$ cat src/rtl/rop_pkg.sv
// Package: shared encodings of the planar raster logic operation unit.
// Assumes an eight-bit command register with the field positions below.
package rop_pkg;

    typedef enum logic [2:0] {
        OP_PSET  = 3'd0,
        OP_RSVD  = 3'd1,
        OP_OR    = 3'd2,
        OP_AND   = 3'd3,
        OP_XOR   = 3'd4,
        OP_NOT   = 3'd5,
        OP_TILE  = 3'd6,
        OP_BLANK = 3'd7
    } rop_op_e;

    typedef enum logic [1:0] {
        ST_IDLE  = 2'd0,
        ST_READ  = 2'd1,
        ST_WRITE = 2'd2
    } rop_state_e;

    localparam int CMD_EN_BIT   = 7;
    localparam int CMD_GATE_BIT = 6;
    localparam int CMD_NAND_BIT = 5;

    localparam int SEL_CMD   = 0;
    localparam int SEL_COLOR = 1;
    localparam int SEL_MASK  = 2;
    localparam int SEL_DIS   = 3;
    localparam int SEL_TILE0 = 4;

endpackage

$ cat src/rtl/rop_regs.sv
// Module: configuration register file of the raster unit.
// Holds the command, colour, mask, plane-disable and per-plane tile registers.
// Assumes one write per cycle through a select code; all registers clear on reset.
module rop_regs #(
    parameter int NP    = 4,
    parameter int DW    = 8,
    parameter int SEL_W = 3
) (
    input  logic                 clk,
    input  logic                 rst_n,
    input  logic                 we,
    input  logic [SEL_W-1:0]     sel,
    input  logic [DW-1:0]        wdata,
    output logic [DW-1:0]        cmd_q,
    output logic [NP-1:0]        color_q,
    output logic [DW-1:0]        mask_q,
    output logic [NP-1:0]        dis_q,
    output logic [NP*DW-1:0]     tile_q
);
    import rop_pkg::*;

    // Purpose: load the shared control registers on a matching select.
    always_ff @(posedge clk) begin
        if (!rst_n) begin
            cmd_q   <= '0;
            color_q <= '0;
            mask_q  <= '0;
            dis_q   <= '0;
        end else if (we) begin
            if (sel == SEL_W'(SEL_CMD))   cmd_q   <= wdata;
            if (sel == SEL_W'(SEL_COLOR)) color_q <= wdata[NP-1:0];
            if (sel == SEL_W'(SEL_MASK))  mask_q  <= wdata;
            if (sel == SEL_W'(SEL_DIS))   dis_q   <= wdata[NP-1:0];
        end
    end

    genvar p;
    generate
        for (p = 0; p < NP; p++) begin : g_tile
            // Purpose: load the tile byte of plane p.
            always_ff @(posedge clk) begin
                if (!rst_n) begin
                    tile_q[p*DW +: DW] <= '0;
                end else if (we && sel == SEL_W'(SEL_TILE0 + p)) begin
                    tile_q[p*DW +: DW] <= wdata;
                end
            end
        end
    endgenerate

endmodule

$ cat src/rtl/rop_plane_alu.sv
// Module: per-plane combinational datapath.
// Forms the operand from the operation, merges it under the mask and applies
// optional compare gating. Assumes old_byte is the byte just read from the plane.
module rop_plane_alu #(
    parameter int DW = 8
) (
    input  rop_pkg::rop_op_e op,
    input  logic [DW-1:0]    old_byte,
    input  logic             color_bit,
    input  logic [DW-1:0]    tile_byte,
    input  logic [DW-1:0]    mask,
    input  logic             gate_en,
    input  logic             gate_nand,
    input  logic [DW-1:0]    status,
    output logic [DW-1:0]    new_byte
);
    import rop_pkg::*;

    logic [DW-1:0] color_fill;
    logic [DW-1:0] operand;
    logic [DW-1:0] merged;
    logic [DW-1:0] take_new;

    assign color_fill = {DW{color_bit}};

    // Purpose: choose the operand for the selected operation.
    always_comb begin
        unique case (op)
            OP_PSET:  operand = color_fill;
            OP_OR:    operand = color_bit ? '1 : old_byte;
            OP_AND:   operand = color_bit ? old_byte : '0;
            OP_XOR:   operand = old_byte ^ color_fill;
            OP_NOT:   operand = ~old_byte;
            OP_TILE:  operand = tile_byte;
            default:  operand = '0;
        endcase
    end

    // Purpose: keep masked pixels, then pick old or new per pixel under gating.
    always_comb begin
        merged   = (old_byte & mask) | (operand & ~mask);
        take_new = !gate_en ? '1 : (gate_nand ? ~status : status);
        new_byte = (old_byte & ~take_new) | (merged & take_new);
    end

endmodule

$ cat src/rtl/rop_seq.sv
// Module: read/write phase sequencer.
// One accepted go gives one read cycle, one write cycle and a one-cycle done.
// Assumes go is only honoured while idle.
module rop_seq (
    input  logic clk,
    input  logic rst_n,
    input  logic go,
    output logic busy,
    output logic in_read,
    output logic in_write,
    output logic done
);
    import rop_pkg::*;

    rop_state_e state_q;

    // Purpose: step through idle, read and write phases.
    always_ff @(posedge clk) begin
        if (!rst_n) begin
            state_q <= ST_IDLE;
        end else begin
            unique case (state_q)
                ST_IDLE:  if (go) state_q <= ST_READ;
                ST_READ:  state_q <= ST_WRITE;
                default:  state_q <= ST_IDLE;
            endcase
        end
    end

    // Purpose: pulse done in the cycle after the write phase.
    always_ff @(posedge clk) begin
        if (!rst_n) begin
            done <= 1'b0;
        end else begin
            done <= (state_q == ST_WRITE);
        end
    end

    assign busy     = (state_q != ST_IDLE);
    assign in_read  = (state_q == ST_READ);
    assign in_write = (state_q == ST_WRITE);

endmodule

$ cat src/rtl/plane_rop_unit.sv
// Module: planar raster logic operation unit (top).
// Performs one read-modify-write at a byte address across NP planes.
// Assumes memory read data arrives one cycle after the read strobe.
module plane_rop_unit #(
    parameter int NP    = 4,
    parameter int DW    = 8,
    parameter int AW    = 14,
    parameter int SEL_W = $clog2(NP + 4)
) (
    input  logic                clk,
    input  logic                rst_n,
    input  logic                cfg_we,
    input  logic [SEL_W-1:0]    cfg_sel,
    input  logic [DW-1:0]       cfg_wdata,
    input  logic [NP-1:0]       page_lock,
    input  logic [DW-1:0]       cmp_status,
    input  logic                start,
    input  logic [AW-1:0]       addr,
    output logic                busy,
    output logic                done,
    output logic [AW-1:0]       mem_addr,
    output logic [NP-1:0]       mem_rd_en,
    input  logic [NP*DW-1:0]    mem_rdata,
    output logic [NP-1:0]       mem_wr_en,
    output logic [NP*DW-1:0]    mem_wdata
);
    import rop_pkg::*;

    logic [DW-1:0]    cmd_q;
    logic [NP-1:0]    color_q;
    logic [DW-1:0]    mask_q;
    logic [NP-1:0]    dis_q;
    logic [NP*DW-1:0] tile_q;
    logic [AW-1:0]    addr_q;
    logic             go;
    logic             in_read;
    logic             in_write;
    rop_op_e          op;
    logic             unused_cmd_bits;

    assign op              = rop_op_e'(cmd_q[2:0]);
    assign go              = start && cmd_q[CMD_EN_BIT] && !busy;
    assign unused_cmd_bits = ^cmd_q[4:3];
    assign mem_addr        = addr_q;

    rop_regs #(.NP(NP), .DW(DW), .SEL_W(SEL_W)) u_regs (
        .clk     (clk),
        .rst_n   (rst_n),
        .we      (cfg_we),
        .sel     (cfg_sel),
        .wdata   (cfg_wdata),
        .cmd_q   (cmd_q),
        .color_q (color_q),
        .mask_q  (mask_q),
        .dis_q   (dis_q),
        .tile_q  (tile_q)
    );

    rop_seq u_seq (
        .clk      (clk),
        .rst_n    (rst_n),
        .go       (go),
        .busy     (busy),
        .in_read  (in_read),
        .in_write (in_write),
        .done     (done)
    );

    // Purpose: hold the operation address for both phases.
    always_ff @(posedge clk) begin
        if (!rst_n) begin
            addr_q <= '0;
        end else if (go) begin
            addr_q <= addr;
        end
    end

    genvar p;
    generate
        for (p = 0; p < NP; p++) begin : g_plane
            logic touch;
            assign touch        = !dis_q[p] && !page_lock[p];
            assign mem_rd_en[p] = in_read && touch;
            assign mem_wr_en[p] = in_write && touch && (op != OP_RSVD);

            rop_plane_alu #(.DW(DW)) u_alu (
                .op        (op),
                .old_byte  (mem_rdata[p*DW +: DW]),
                .color_bit (color_q[p]),
                .tile_byte (tile_q[p*DW +: DW]),
                .mask      (mask_q),
                .gate_en   (cmd_q[CMD_GATE_BIT]),
                .gate_nand (cmd_q[CMD_NAND_BIT]),
                .status    (cmp_status),
                .new_byte  (mem_wdata[p*DW +: DW])
            );
        end
    endgenerate

endmodule

$ cat config.mk
export PLATFORM = sky130hd
export DESIGN_NAME = plane_rop_unit
export DESIGN_NICKNAME = d
export VERILOG_FILES = /design/src/rtl/rop_pkg.sv /design/src/rtl/rop_regs.sv /design/src/rtl/rop_plane_alu.sv /design/src/rtl/rop_seq.sv /design/src/rtl/plane_rop_unit.sv
export SDC_FILE = /design/constraint.sdc
export NUM_CORES = 1
export LEC_CHECK = 0
export ABC_AREA = 1
export BUFFER_PORTS_ARGS = -buffer_cell sky130_fd_sc_hd__clkbuf_2
export CORE_ASPECT_RATIO = 0.9
export CORE_MARGIN = 1.5
export CORE_UTILIZATION = 62
export CTS_CLUSTER_DIAMETER = 200
export DETAILED_ROUTE_END_ITERATION = 6
export MAX_ROUTING_LAYER = met4
export PLACE_DENSITY = 0.88
export SETUP_SLACK_MARGIN = 0.2
export SYNTH_ARGS = -nofsm -noshare
export SYNTH_HDL_FRONTEND = slang
export SYNTH_HIERARCHICAL = 1
export SYNTH_SLANG_ARGS = --single-unit
$ cat constraint.sdc
create_clock -name clk -period 2.87 [get_ports clk]
set_input_delay 0.861 -clock clk [delete_from_list [all_inputs] [get_ports clk]]
set_output_delay 0.861 -clock clk [all_outputs]
set_load 0.01 [all_outputs]
==> reports/metrics.csv <==
metric,value,unit
outcome,"complete, but fails checks",
failed_checks,DRC,
clock-root-buffer,clkbuf_16,
routed-via-count,8582,
pin_count_of_the_biggest_net_entering_global_routing,51,
drtPass1Iterations,7,
power.net_switching,0.9299,mW
num-fill-cells,755,
post_synth_instance_area,0.007007,mm^2
crit_path_frequent_cell,nand2_1,
worst-setup-path-type,in -> out,
final_nets,1481,
ys.warnings.count,6,
drtIter0Drc,1114,
cts_tree,done,
gpl.final_weighted_congestion,0.9099,
clock_sinks,71,
grt_antenna_before_repair,0,
syn-num-nets,1351,
max_stage_delay,0.31,ns
placement.io_buffers,128,
post_synth.cell_area_avg,5.772,um^2
timing.final.hold_violations,0,
wire_per_inst,15.22,um
finalWirelength,22830,um
power_leakage,4.733,nW
die_x,115.1,um
route.detailed.drc,1,
area.sequential,0.001446,mm^2
p_int,2.093,mW
global_route.overflow_total,0,
r2r_end,mem_addr[9],
first_global_vias,6995,
critPathRequiredTime,2.01,ns
fin_crit,2.699,ns
grt_usage,0.3382,
maxCapViolations,0,
hpwlAfterDp,13670,um
io-pin-count,129,
hold_path_end,u_seq/state_q[1],
fraction_of_final_layout_cells_sized_beyond_drive_strength_1,0.2277,
regToRegSetupSlack,1.51,ns
rr_worst_depth,6,
fin_worst_skew,0.002615,ns
crit_slowest_cell,o21bai_1,
critical_path.cell_chain,clkbuf_2 > o21ai_0 > o21bai_1 > nor2_1 > nand2_1 > nand2_1 > buf_2,
combinationalPowerShare,0.256,
routed_via_density,5.721,
crit_fanout,8,
worst_pin_slew,0.8348,ns
insertion_delay,0.34,ns
slew_viol_final,0,
floorplan.die_area,0.01195,mm^2
dr.max_layer_used,met4,
worstHoldPathCells,2,
relSlewSlack,0.4414,
area_of_the_multi_input_gates,0.005077,mm^2
worst-endpoint-arrival,1.84,ns
cts_max_level,3,
power.ir.vdd_worst,0.4197,mV
numCtsBuffers,9,
power.density_cell_area,339.3,mW/mm^2
clk_transition_reported_paths,0.06,ns
met1_wire_length,9309,um
wl_met2,10220,um
num_rows,36,
die_h,103.9,um
setup_tns,0,ns
n_antenna_cell,0,
timing.final.setup_violations,0,
switching_share,0.3076,
r2r-start,u_seq/state_q[1],
final_antenna_net_count,0,
hold_class,reg -> reg,
startpoint_type,primary input,
wl_met3,2582,um
rsz_0062_raised_after_global_routing,true,
utilization,0.8175,
holdBufCountCts,0,
worst_setup_path_end_kind,primary output,
seq_power_share,0.345,
fin_crit_sh,0.9403,
floorplan.initialDensity,0.6428,
grt_first_pass_wirelength,32360,um
critical_hold_path_startpoint,u_seq/state_q[0],
flow.area_growth_from_synthesis,27.18,%
max_clock_freq,0.3706,GHz
power.clock.fraction,0.399,
clk_path_buf_depth,2,
postSynthCellCount,1214,
core_area,0.01090,mm^2
worst max path at each step:
| stage | depth (start not counted) | slack (ns) | to | start |
|---|---|---|---|---|
| 2_1_floorplan | 8 | 0.47 | mem_wdata[13] | mem_rdata[13] |
| 3_3_place_gp | 10 | 0.17 | mem_wdata[14] | mem_rdata[14] |
| 3_5_place_dp | 10 | 0.19 | mem_wdata[17] | mem_rdata[17] |
| 4_1_cts | 10 | 0.20 | mem_wdata[17] | mem_rdata[17] |
| 5_1_grt | 9 | 0.07 | mem_wdata[20] | u_regs/cmd_q[0] |
| 6_report | 7 | 0.17 | mem_wdata[0] | cmp_status[0] |
state kept, by name (all words and copies together) (netlist names):
| register | flops |
|---|---|
| u_seq/done | 1 |
| u_seq/state_q | 2 |
| mem_addr | 14 |
| u_regs/tile_q | 32 |
| u_regs/color_q | 4 |
| u_regs/mask_q | 8 |
| u_regs/dis_q | 4 |
| u_regs/cmd_q | 6 |
layout make-up:
cell class / count / share of cell area
clock buffer: 10 / 0.02682
clock inverter: 5 / 0.009127
inverter: 153 / 0.06866
multi-input combinational: 941 / 0.5698
sequential: 71 / 0.1623
tap: 152 / 0.02134
timing repair buffer: 164 / 0.1389
timing repair inverter: 4 / 0.003089
power groups by stage:
stage	clock network, mW	logic [mW]	registers (mW)
after global placement	0	0.622	1.06
after CTS	1.21	0.646	1.04
after detailed placement	0	0.636	1.06
after floorplan	0	0.405	1.06
final	1.21	0.773	1.04
after global routing	1.27	0.848	1.05
layout by cell type (no fill, tap or decap), types with 14 or more instances in the layout:
| master | count |
|---|---|
| nand3_1 | 89 |
| ha_1 | 44 |
| buf_4 | 39 |
| nand2_1 | 282 |
| dfxtp_1 | 63 |
| inv_1 | 110 |
| nand3_2 | 18 |
| inv_2 | 30 |
| nand4_1 | 80 |
| ha_4 | 19 |
| nor2_1 | 317 |
| o21bai_1 | 27 |
| o21ai_0 | 27 |
| clkbuf_16 | 14 |
| clkbuf_2 | 68 |
| buf_2 | 29 |
worst max-delay path, delay by kind of cell:
family | cells | cell delay (ns)
AO/OA/AOI/OAI | 2 | 0.42
buffers and inverters | 2 | 0.30
AND/OR/NAND/NOR | 3 | 0.26
metal layers:
metal  vias to the layer above  global-route usage
met3                        85             0.04837
met5                         -                   -
met2                       602              0.5217
li1                       4114                   -
met1                      3781              0.4626
met4                         0             0.09436
metrics by stage:
step	area, um^2	hold slack, ns	std cells	setup WS (ns)	power [mW]
after floorplan	7007	0.4392	1214	0.4705	1.468
after global placement	7760	0.4591	1461	0.1731	1.682
after detailed placement	7760	0.4593	1461	0.1859	1.697
after CTS	8115	0.4690	1476	0.1952	2.900
after global routing	8911	0.4934	1500	0.07137	3.161
final	8911	0.4741	1500	0.1713	3.023
what timing repair did:
action	4_1_cts	5_1_grt
pin swaps	7	86
cloned	0	10
resized for setup	4	189
endpoints found under the hold margin	0	0
setup buffers	0	14
endpoints found under the setup margin	11	32
Note: power is estimated with default switching activity, not from simulation.
